### src/rtl/ca_pkg.sv
package ca_pkg;
  localparam int CA_SYM_W = 10;
  localparam logic [CA_SYM_W-1:0] CA_PLUS_DEF  = 10'b0011111010;
  localparam logic [CA_SYM_W-1:0] CA_MINUS_DEF = 10'b1100000101;
endpackage

### src/rtl/ca_comma_search.sv
module ca_comma_search #(
  parameter int SYM_W = 10,
  parameter int WORD_W = 20,
  parameter logic [SYM_W-1:0] PLUS_PAT = '0,
  parameter logic [SYM_W-1:0] MINUS_PAT = '0,
  localparam int WIN_W = 2 * WORD_W,
  localparam int OFF_W = $clog2(WORD_W)
) (
  input  logic [WIN_W-1:0] win,
  input  logic             plus_en,
  input  logic             minus_en,
  output logic             hit,
  output logic [OFF_W-1:0] pos,
  output logic             any_hit
);
  logic [WORD_W-1:0] is_plus, is_minus, usable;

  for (genvar gp = 0; gp < WORD_W; gp++) begin : g_pos
    assign is_plus[gp]  = (win[WIN_W-1-gp -: SYM_W] == PLUS_PAT);
    assign is_minus[gp] = (win[WIN_W-1-gp -: SYM_W] == MINUS_PAT);
    assign usable[gp]   = (plus_en & is_plus[gp]) | (minus_en & is_minus[gp]);
  end

  assign any_hit = |(is_plus | is_minus);

  // lowest offset wins: scan downward so the last assignment is the smallest
  always_comb begin
    hit = 1'b0;
    pos = '0;
    for (int i = WORD_W - 1; i >= 0; i--) begin
      if (usable[i]) begin
        hit = 1'b1;
        pos = OFF_W'(i);
      end
    end
  end
endmodule

### src/rtl/ca_boundary.sv
module ca_boundary #(
  parameter int SYM_W = 10,
  parameter int WORD_W = 20,
  localparam int WIN_W = 2 * WORD_W,
  localparam int OFF_W = $clog2(WORD_W)
) (
  input  logic              clk,
  input  logic              rst,
  input  logic [WIN_W-1:0]  win,
  input  logic              hit,
  input  logic [OFF_W-1:0]  pos,
  input  logic              wide,
  output logic [WORD_W-1:0] aligned_c,
  output logic [WORD_W-1:0] word_q,
  output logic              realign_q
);
  logic [OFF_W-1:0] off_q, target, next_off;
  logic [WIN_W-1:0] shifted;

  assign target   = wide ? pos : OFF_W'(pos % OFF_W'(SYM_W));
  assign next_off = hit ? target : off_q;
  assign shifted  = win << next_off;
  assign aligned_c = shifted[WIN_W-1 -: WORD_W];

  always_ff @(posedge clk) begin
    if (rst) begin
      off_q     <= '0;
      word_q    <= '0;
      realign_q <= 1'b0;
    end else begin
      off_q     <= next_off;
      word_q    <= aligned_c;
      realign_q <= hit && (target != off_q);
    end
  end

  assert_narrow_span_R4: assert property (@(posedge clk) disable iff (rst)
    (realign_q && !$past(wide)) |-> (off_q < OFF_W'(SYM_W)));

  assert_pulse_on_change_R6: assert property (@(posedge clk) disable iff (rst)
    realign_q |-> (off_q != $past(off_q)));
endmodule

### src/rtl/ca_flags.sv
module ca_flags #(
  parameter int SYM_W = 10,
  parameter int NSYM = 2,
  parameter logic [SYM_W-1:0] PLUS_PAT = '0,
  parameter logic [SYM_W-1:0] MINUS_PAT = '0,
  localparam int WORD_W = SYM_W * NSYM
) (
  input  logic              clk,
  input  logic              rst,
  input  logic [WORD_W-1:0] aligned_c,
  output logic [NSYM-1:0]   flags_q
);
  logic [NSYM-1:0] flags_c;

  for (genvar g = 0; g < NSYM; g++) begin : g_sym
    logic [SYM_W-1:0] sym;
    assign sym = aligned_c[(g+1)*SYM_W-1 -: SYM_W];
    assign flags_c[g] = (sym == PLUS_PAT) || (sym == MINUS_PAT);
  end

  always_ff @(posedge clk) begin
    if (rst) flags_q <= '0;
    else     flags_q <= flags_c;
  end
endmodule

### src/rtl/ca_stretch.sv
module ca_stretch #(
  parameter int HOLD = 3,
  localparam int CNT_W = $clog2(HOLD + 1)
) (
  input  logic clk,
  input  logic rst,
  input  logic pulse,
  output logic held
);
  logic [CNT_W-1:0] cnt;

  always_ff @(posedge clk) begin
    if (rst)              cnt <= '0;
    else if (pulse)       cnt <= CNT_W'(HOLD);
    else if (cnt != '0)   cnt <= cnt - 1'b1;
  end

  assign held = (cnt != '0);

  if (HOLD > 1) begin : g_hold_chk
    assert_hold_min_R7: assert property (@(posedge clk) disable iff (rst)
      $rose(held) |=> held);
  end
endmodule

### src/rtl/comma_aligner.sv
module comma_aligner
  import ca_pkg::*;
#(
  parameter int SYM_W = CA_SYM_W,
  parameter int NSYM = 2,
  parameter int HOLD = 3,
  parameter logic [SYM_W-1:0] PLUS_PAT = CA_PLUS_DEF,
  parameter logic [SYM_W-1:0] MINUS_PAT = CA_MINUS_DEF,
  localparam int WORD_W = SYM_W * NSYM,
  localparam int WIN_W = 2 * WORD_W,
  localparam int OFF_W = $clog2(WORD_W)
) (
  input  logic              clk,
  input  logic              rst,
  input  logic [WORD_W-1:0] rx_word,
  input  logic              rx_invert,
  input  logic              plus_align_en,
  input  logic              minus_align_en,
  input  logic              wide_align,
  output logic [WORD_W-1:0] sym_out,
  output logic [NSYM-1:0]   comma_flags,
  output logic              comma_seen,
  output logic              realign
);
  logic [WORD_W-1:0] cur, prev_q, aligned_c;
  logic [WIN_W-1:0]  win;
  logic              hit, any_hit;
  logic [OFF_W-1:0]  pos;

  assign cur = rx_word ^ {WORD_W{rx_invert}};
  assign win = {prev_q, cur};

  always_ff @(posedge clk) begin
    if (rst) prev_q <= '0;
    else     prev_q <= cur;
  end

  ca_comma_search #(.SYM_W(SYM_W), .WORD_W(WORD_W),
                    .PLUS_PAT(PLUS_PAT), .MINUS_PAT(MINUS_PAT)) u_search (
    .win(win), .plus_en(plus_align_en), .minus_en(minus_align_en),
    .hit(hit), .pos(pos), .any_hit(any_hit));

  ca_boundary #(.SYM_W(SYM_W), .WORD_W(WORD_W)) u_bound (
    .clk(clk), .rst(rst), .win(win), .hit(hit), .pos(pos), .wide(wide_align),
    .aligned_c(aligned_c), .word_q(sym_out), .realign_q(realign));

  ca_flags #(.SYM_W(SYM_W), .NSYM(NSYM),
             .PLUS_PAT(PLUS_PAT), .MINUS_PAT(MINUS_PAT)) u_flags (
    .clk(clk), .rst(rst), .aligned_c(aligned_c), .flags_q(comma_flags));

  ca_stretch #(.HOLD(HOLD)) u_stretch (
    .clk(clk), .rst(rst), .pulse(any_hit), .held(comma_seen));

  assert_realign_gated_R2: assert property (@(posedge clk) disable iff (rst)
    realign |-> $past(plus_align_en || minus_align_en));

  assert_realign_lands_R10: assert property (@(posedge clk) disable iff (rst)
    realign |-> (comma_flags != '0));

  assert_wide_upper_R5: assert property (@(posedge clk) disable iff (rst)
    (realign && $past(wide_align)) |-> comma_flags[NSYM-1]);

  assert_realign_seen_R7: assert property (@(posedge clk) disable iff (rst)
    realign |-> comma_seen);
endmodule

### config.mk
export PLATFORM = sky130hd
export DESIGN_NAME = comma_aligner
export DESIGN_NICKNAME = d
export VERILOG_FILES = /design/src/rtl/ca_pkg.sv /design/src/rtl/ca_comma_search.sv /design/src/rtl/ca_boundary.sv /design/src/rtl/ca_flags.sv /design/src/rtl/ca_stretch.sv /design/src/rtl/comma_aligner.sv
export SDC_FILE = /design/constraint.sdc
export NUM_CORES = 1
export LEC_CHECK = 0
export BUFFER_PORTS_ARGS = -buffer_cell sky130_fd_sc_hd__clkbuf_2
export CAP_MARGIN = 15
export CELL_PAD_IN_SITES_DETAIL_PLACEMENT = 1
export CELL_PAD_IN_SITES_GLOBAL_PLACEMENT = 2
export CORE_MARGIN = 8
export CORE_UTILIZATION = 32
export CTS_BUF_LIST = sky130_fd_sc_hd__clkbuf_8
export DETAILED_ROUTE_END_ITERATION = 8
export GPL_TIMING_DRIVEN = 0
export PLACE_DENSITY = 0.7
export SLEW_MARGIN = 20
export SYNTH_ARGS = -nofsm -noshare
export SYNTH_HDL_FRONTEND = slang
export SYNTH_HIERARCHICAL = 1
export SYNTH_SLANG_ARGS = --single-unit
### constraint.sdc
create_clock -name clk -period 5.6 [get_ports clk]
set_input_delay 0.28 -clock clk [delete_from_list [all_inputs] [get_ports clk]]
set_output_delay 0.28 -clock clk [all_outputs]
set_load 0.01 [all_outputs]
# After elaboration in Yosys (flattened, before gate mapping)
# Cells that the tools add are included.
[word_totals] reg_bits=50 input_bits=26 out_inout_bits=24 word_cells=166
[op_classes] addsub=1 n_div=1 eq_ne=45 shifts=1 n_mux=44 bitwise_logic=62 reduce_logical=6
[ops] cell="$eq A10 B10 Y1 const B" count=22
[ops] cell="$eq A10 B8 Y1 const B" count=22
[ops] cell="$mux W5" count=22
[ops] cell="$and A1 B1 Y1" count=40
[ops] cell="$shl A40 B5 Y40" count=1
[ops] cell="$mux W1" count=20
[ops] cell="$or A1 B1 Y1" count=20
[ops] cell="$or A20 B20 Y20" count=1
[ops] cell="$reduce_or A20 Y1" count=1
[ops] cell="$xor A20 B20 Y20" count=1
[ops] cell="$mod A5 B4 Y5 const B" count=1
[ops] cell="$ne A5 B5 Y1" count=1
[ops] cell="$mux W2" count=2
[ops] cell="$reduce_bool A2 Y1" count=2
[ops] cell="$logic_or A1 B1 Y1" count=2
[ops] cell="$sub A2 B1 Y2 const B" count=1
[ops] cell="$logic_and A1 B1 Y1" count=1

# Longest topological paths before layout
[logic_depth] word_depth=30 depth_mapped=22 mapped_depth_nobuf=17

# Cells and area by module
# The synthesis kept the hierarchy.
[modules_own_cells] module="ca_boundary" instances=1 cells_per_inst=429 area_per_inst_um2=3413.3 seq_area_each_um2=520.5
[modules_own_cells] module="ca_comma_search" instances=1 cells_per_inst=239 area_per_inst_um2=1460.2 seq_area_each_um2=0.0
[modules_own_cells] module="comma_aligner" instances=1 cells_per_inst=64 area_per_inst_um2=755.7 seq_area_each_um2=400.4
[modules_own_cells] module="ca_flags" instances=1 cells_per_inst=20 area_per_inst_um2=168.9 seq_area_each_um2=40.0
[modules_own_cells] module="ca_stretch" instances=1 cells_per_inst=11 area_per_inst_um2=100.1 seq_area_each_um2=40.0

# Worst setup path before layout
# Ideal clock, no wire load.
[synth_path] path_type="input port to flip-flop" from="input port rx_invert" to="register u_flags.flags_q[0]" setup_ns=0.096 arrival_time_ns=4.809 required_ns=5.504 setup_slack_ns=0.695 path_stages=20 n_path_buf=3 cell_sequence="buf_6 -> xor2_1 -> nand4b_1 -> or4b_1 -> a211oi_1 -> o21a_1 -> a2111o_1 -> nor3b_1 -> buf_6 -> nor2b_1 -> o21a_1 -> o41ai_4 -> buf_6 -> mux2_2 -> o22ai_1 -> nor3_1 -> nor2_1 -> nand4b_1 -> or4_1 -> o41ai_2"
[synth_between] elab_cells_between_ends=93 classes_between="div: 1; eq/ne: 20; shift: 1; mux: 42; bitwise: 28; reduce/logical: 1"
[synth_lines] element="start: declaration" line="comma_aligner.sv:16" text="input logic rx_invert,"
[synth_lines] element="$xor A20 B20 Y20 *" line="comma_aligner.sv:30" text="assign cur = rx_word ^ {WORD_W{rx_invert}};"
[synth_lines] element="via cur[16]" line="comma_aligner.sv:25" text="logic [WORD_W-1:0] cur, prev_q, aligned_c;"
[synth_lines] element="$eq A10 B8 Y1 or $eq A10 B10 Y1 (tied branches)" line="ca_comma_search.sv:19, ca_comma_search.sv:20"
[synth_lines] element="$and A1 B1 Y1" line="ca_comma_search.sv:21" text="assign usable[gp] = (plus_en & is_plus[gp]) | (minus_en & is_minus[gp]);"
[synth_lines] element="$or A1 B1 Y1" line="ca_comma_search.sv:21"
[synth_lines] element="$mux W5 (4 in a row)" line="ca_comma_search.sv:31" text="if (usable[i]) begin"
[synth_lines] element="$mux W5 * (15 in a row)" line="ca_comma_search.sv:31"
[synth_lines] element="via pos[3]" line="comma_aligner.sv:28" text="logic [OFF_W-1:0] pos;"
[synth_lines] element="$mod A5 B4 Y5" line="ca_boundary.sv:20" text="assign target = wide ? pos : OFF_W'(pos % OFF_W'(SYM_W));"
[synth_lines] element="$mux W5 *" line="ca_boundary.sv:20"
[synth_lines] element="$mux W5 *" line="ca_boundary.sv:21" text="assign next_off = hit ? target : off_q;"
[synth_lines] element="$shl A40 B5 Y40 *" line="ca_boundary.sv:22" text="assign shifted = win << next_off;"
[synth_lines] element="via aligned_c[7]" line="comma_aligner.sv:25"
[synth_lines] element="$eq A10 B8 Y1 or $eq A10 B10 Y1 (tied branches)" line="ca_flags.sv:18" text="assign flags_c[g] = (sym == PLUS_PAT) || (sym == MINUS_PAT);"
[synth_lines] element="$logic_or A1 B1 Y1 *" line="ca_flags.sv:18"
[synth_lines] element="end signal: assignment" line="ca_flags.sv:23" text="else flags_q <= flags_c;"
[synth_lines] element="end: declaration" line="ca_flags.sv:11" text="output logic [NSYM-1:0] flags_q"
# The timed path passes the listed nets; every way through them passes the cells marked *.
# A chain may end at the register's enable or synchronous reset.

# Worst setup path after layout
[layout_path] from="register prev_q[1]" to="register u_flags.flags_q[1]"
[layout_between] elab_cells_between_ends=95 classes_between="div: 1; eq/ne: 22; shift: 1; mux: 40; bitwise: 30; reduce/logical: 1"
[layout_lines] element="start: declaration" line="comma_aligner.sv:25"
[layout_lines] element="start signal: assignment" line="comma_aligner.sv:35" text="else prev_q <= cur;"
[layout_lines] element="$eq A10 B8 Y1 or $eq A10 B10 Y1 (tied branches)" line="ca_comma_search.sv:19, ca_comma_search.sv:20"
[layout_lines] element="$and A1 B1 Y1" line="ca_comma_search.sv:21"
[layout_lines] element="$or A1 B1 Y1" line="ca_comma_search.sv:21"
[layout_lines] element="$mux W1 (9 in a row)" line="ca_comma_search.sv:31"
[layout_lines] element="$mux W1 * (10 in a row)" line="ca_comma_search.sv:31"
[layout_lines] element="via hit" line="comma_aligner.sv:27" text="logic hit, any_hit;"
[layout_lines] element="$mux W5 *" line="ca_boundary.sv:21"
[layout_lines] element="$shl A40 B5 Y40 *" line="ca_boundary.sv:22"
[layout_lines] element="via aligned_c[13]" line="comma_aligner.sv:25"
[layout_lines] element="$eq A10 B8 Y1 or $eq A10 B10 Y1 (tied branches)" line="ca_flags.sv:18"
[layout_lines] element="$logic_or A1 B1 Y1 *" line="ca_flags.sv:18"
# Marked as above.

==> flow_summary.json <==
{
  "seq_power_share": 0.358,
  "nNetsFinal": 858,
  "worstPathRequired_ns": 5.85,
  "worstSetupPathType": "flop to flop",
  "fin_ws_ns": 0.177,
  "syn_inst": 763,
  "relSlewSlack": 0.345,
  "cts_buffers": 5,
  "final_core_utilization": 0.387,
  "grt_remaining_overflow": 0,
  "ys_async_sr_fraction": 0,
  "gp_congestion": 0.958,
  "yosysTopAreaCellShare": 0.170,
  "port-buffer-count": 48,
  "yosysSeqAreaShare": 0.170,
  "antenna_cells": 0,
  "grtUsageTotal": 0.243,
  "hold_ws_ns": 0.327,
  "netSwitchingFraction": 0.430,
  "totalWireLength_um": 28300,
  "htree_levels": 2,
  "p_sw_w": 0.000501,
  "firstDrtPassIters": 5,
  "ys_types": 89,
  "skew_ns": 0.0203,
  "ys_ff_latch": 50,
  "synth_ff_type": "dfxtp_1",
  "die_y_um": 152,
  "syn-num-nets": 790,
  "dr_total_vias": 6741,
  "max_freq_mhz": 184,
  "setup_violations": 0,
  "ioPinCount": 50,
  "cp-end-kind": "flop",
  "pwr-share-clk": 0.212,
  "tightestPinTransition_ns": 0.973,
  "setup.worst_path.start_class": "flop",
  "fp.dieW_um": 152,
  "fp-row-count": 49,
  "routed_via_density": 6.35,
  "period_needed_ns": 5.42,
  "wire_per_inst_um": 26.7,
  "hold_viol": 0,
  "grt_pass1_wl_um": 42200,
  "netlist_top_cells_area": "dfxtp_1 17%, mux2i_1 7.8%, nand2_1 4.7%",
  "fin_setup_tns_ns": 0,
  "dieArea_mm2": 0.0230,
  "ant_nets": 0,
  "maxCapViolations": 0,
  "synth_edf_count": 0,
  "power.leakage_nw": 2.81,
  "clock-sinks": 50,
  "slew_violations": 0,
  "drc": 0,
  "avgSynthCellArea_um2": 7.73,
  "clk_pin_slew_ns": 0.11,
  "drtIter0Drc": 697,
  "hp-class": "input port to flop",
  "clk_latency_ns": 0.34,
  "synth_top_cell_by_area": "dfxtp_1",
  "area_growth_pct": 18.1,
  "design.core.area_mm2": 0.0180,
  "start_util": 0.327,
  "cp_max_fo": 10,
  "drive_gt1_frac": 0.254,
  "fin_crit_sh": 0.968,
  "grt_start_max_net_pins": 19,
  "comb_power_share": 0.429,
  "final_cell_mix": "72 x nand2_1, 65 x nor2_1, 53 x clkbuf_2, 42 x dfxtp_1, 41 x mux2i_1",
  "clock-root-buffer": "clkbuf_8",
  "synthesis.area_mm2": 0.00590,
  "final_common_cell": "nand2_1",
  "cts_tree": "yes",
  "clk_path_buf_depth": 2,
  "internal_power_w": 0.000664,
  "yosys_warnings": 6,
  "antenna_found_initial": 0,
  "arrival_ns": 5.67,
  "grt_pass1_vias": 6711,
  "hpwl_um": 22400,
  "outcome": "complete, no violations",
  "pwr_density_cell_mw_per_mm2": 167,
  "post-place-ws_ns": -1.54,
  "ir_worst_vdd_mv": 0.109
}
cell families (layout without fill, tap and decap cells):
kind of cell | after synthesis | count (layout) | share of synthesized area
compound gates | 180 | 180 | 0.229
flops | 50 | 50 | 0.170
xor+xnor | 26 | 26 | 0.0386
buf+inv | 73 | 142 | 0.0689
fa+ha+maj | 1 | 1 | 0.00212
mux | 78 | 78 | 0.158
simple gates | 355 | 355 | 0.334
through the flow:
step           total power (W)  area, um2  instances
3_3_place_gp          0.000876       6420       1040
5_1_grt                0.00122       6970       1061
3_5_place_dp          0.000885       6420       1040
4_1_cts                0.00115       6720       1053
6_report               0.00117       6970       1061
2_1_floorplan         0.000714       5900        763
layout make-up:
type	instances	area, um2
buffer	56	373
multi-input combinational	640	4790
tap	229	287
fill	2222	11100
sequential	50	1020
inverter	17	63.8
clock buffer	5	68.8
clock inverter	3	28.8
timing repair buffer	61	338
critical path: stages, from the launching register on:
cell and delay (ns):
dfxtp_4 0.42, buf_4 0.20, nor2_1 0.07, nand2_1 0.18, o31ai_1 0.10, a22o_1 0.33, a2111o_1 0.50, or4b_1 0.51
buf_4 0.21, mux2i_4 0.34, buf_4 0.18, buf_4 0.13, mux2_2 0.38, mux2i_1 0.28, nor3_1 0.08, a221oi_1 0.38
nand3_1 0.33, nor4_2 0.37, nand4_1 0.14, o22ai_1 0.18
cells in the mapped netlist (11+ instances only):
cell and n:
nand2_1 74, nor2_1 65, dfxtp_1 50, mux2i_1 46
nand3_1 35, a21oi_1 29, nor3_1 25, xor2_1 23
buf_2 22, o22ai_1 22, mux2_2 21, nand4_1 21
nor2b_1 21, and2b_1 20, o21ai_0 18, inv_1 16
nor4b_1 15, a31oi_1 14, nor4_1 14, a211oi_1 13
clkbuf_1 12, buf_4 11
path summary, 6_finish.rpt:
| check | start | to | slack [ns] | cells after the start |
|---|---|---|---|---|
| worst min-delay path | rx_word[4] | prev_q[4]$_SDFF_PP0_ | 0.33 | 3 |
| worst max-delay path | prev_q[1]$_SDFF_PP0_ | u_flags/flags_q[1]$_SDFF_PP0_ | 0.18 | 19 |
| worst max register to register | prev_q[1]$_SDFF_PP0_ | u_flags/flags_q[1]$_SDFF_PP0_ | 0.18 | 19 |
| worst min register to register | u_stretch/cnt[0]$_SDFFE_PP0P_ | u_stretch/cnt[0]$_SDFFE_PP0P_ | 0.62 | 3 |
routing by layer:
| layer | vias to the layer above | part of all wire | routed length (um) | track usage |
|---|---|---|---|---|
| met4 | 0 | 0.011 | 317 | 0.0382 |
| li1 | 3049 | - | - | - |
| met1 | 3375 | 0.48 | 13500 | 0.359 |
| met2 | 288 | 0.42 | 12000 | 0.347 |
| met5 | - | 0 | 0 | 0 |
| met3 | 29 | 0.089 | 2510 | 0.0647 |
power by group through the flow:
stage,clock network [W],registers [W],logic (W)
2_1_floorplan,0,0.000416,0.000298
3_3_place_gp,0,0.000423,0.000454
3_5_place_dp,0,0.000424,0.000461
4_1_cts,0.000258,0.000417,0.000472
5_1_grt,0.000269,0.000422,0.000535
6_report,0.000248,0.000418,0.000500
sequential cells by signal (all words and copies together), names as in the netlist:
name / count
u_stretch/cnt: 2
u_flags/flags_q: 2
u_bound/realign_q: 1
u_bound/off_q: 5
prev_q: 20
u_bound/word_q: 20
timing repair:
| item | 4_1_cts | 5_1_grt |
|---|---|---|
| hold buffers | 0 | 0 |
| resized for setup | 27 | 53 |
| setup buffers | 5 | 8 |
| pin swaps | 2 | 2 |
| setup endpoints to repair | 21 | 2 |
(Power assumes the default switching activity.)
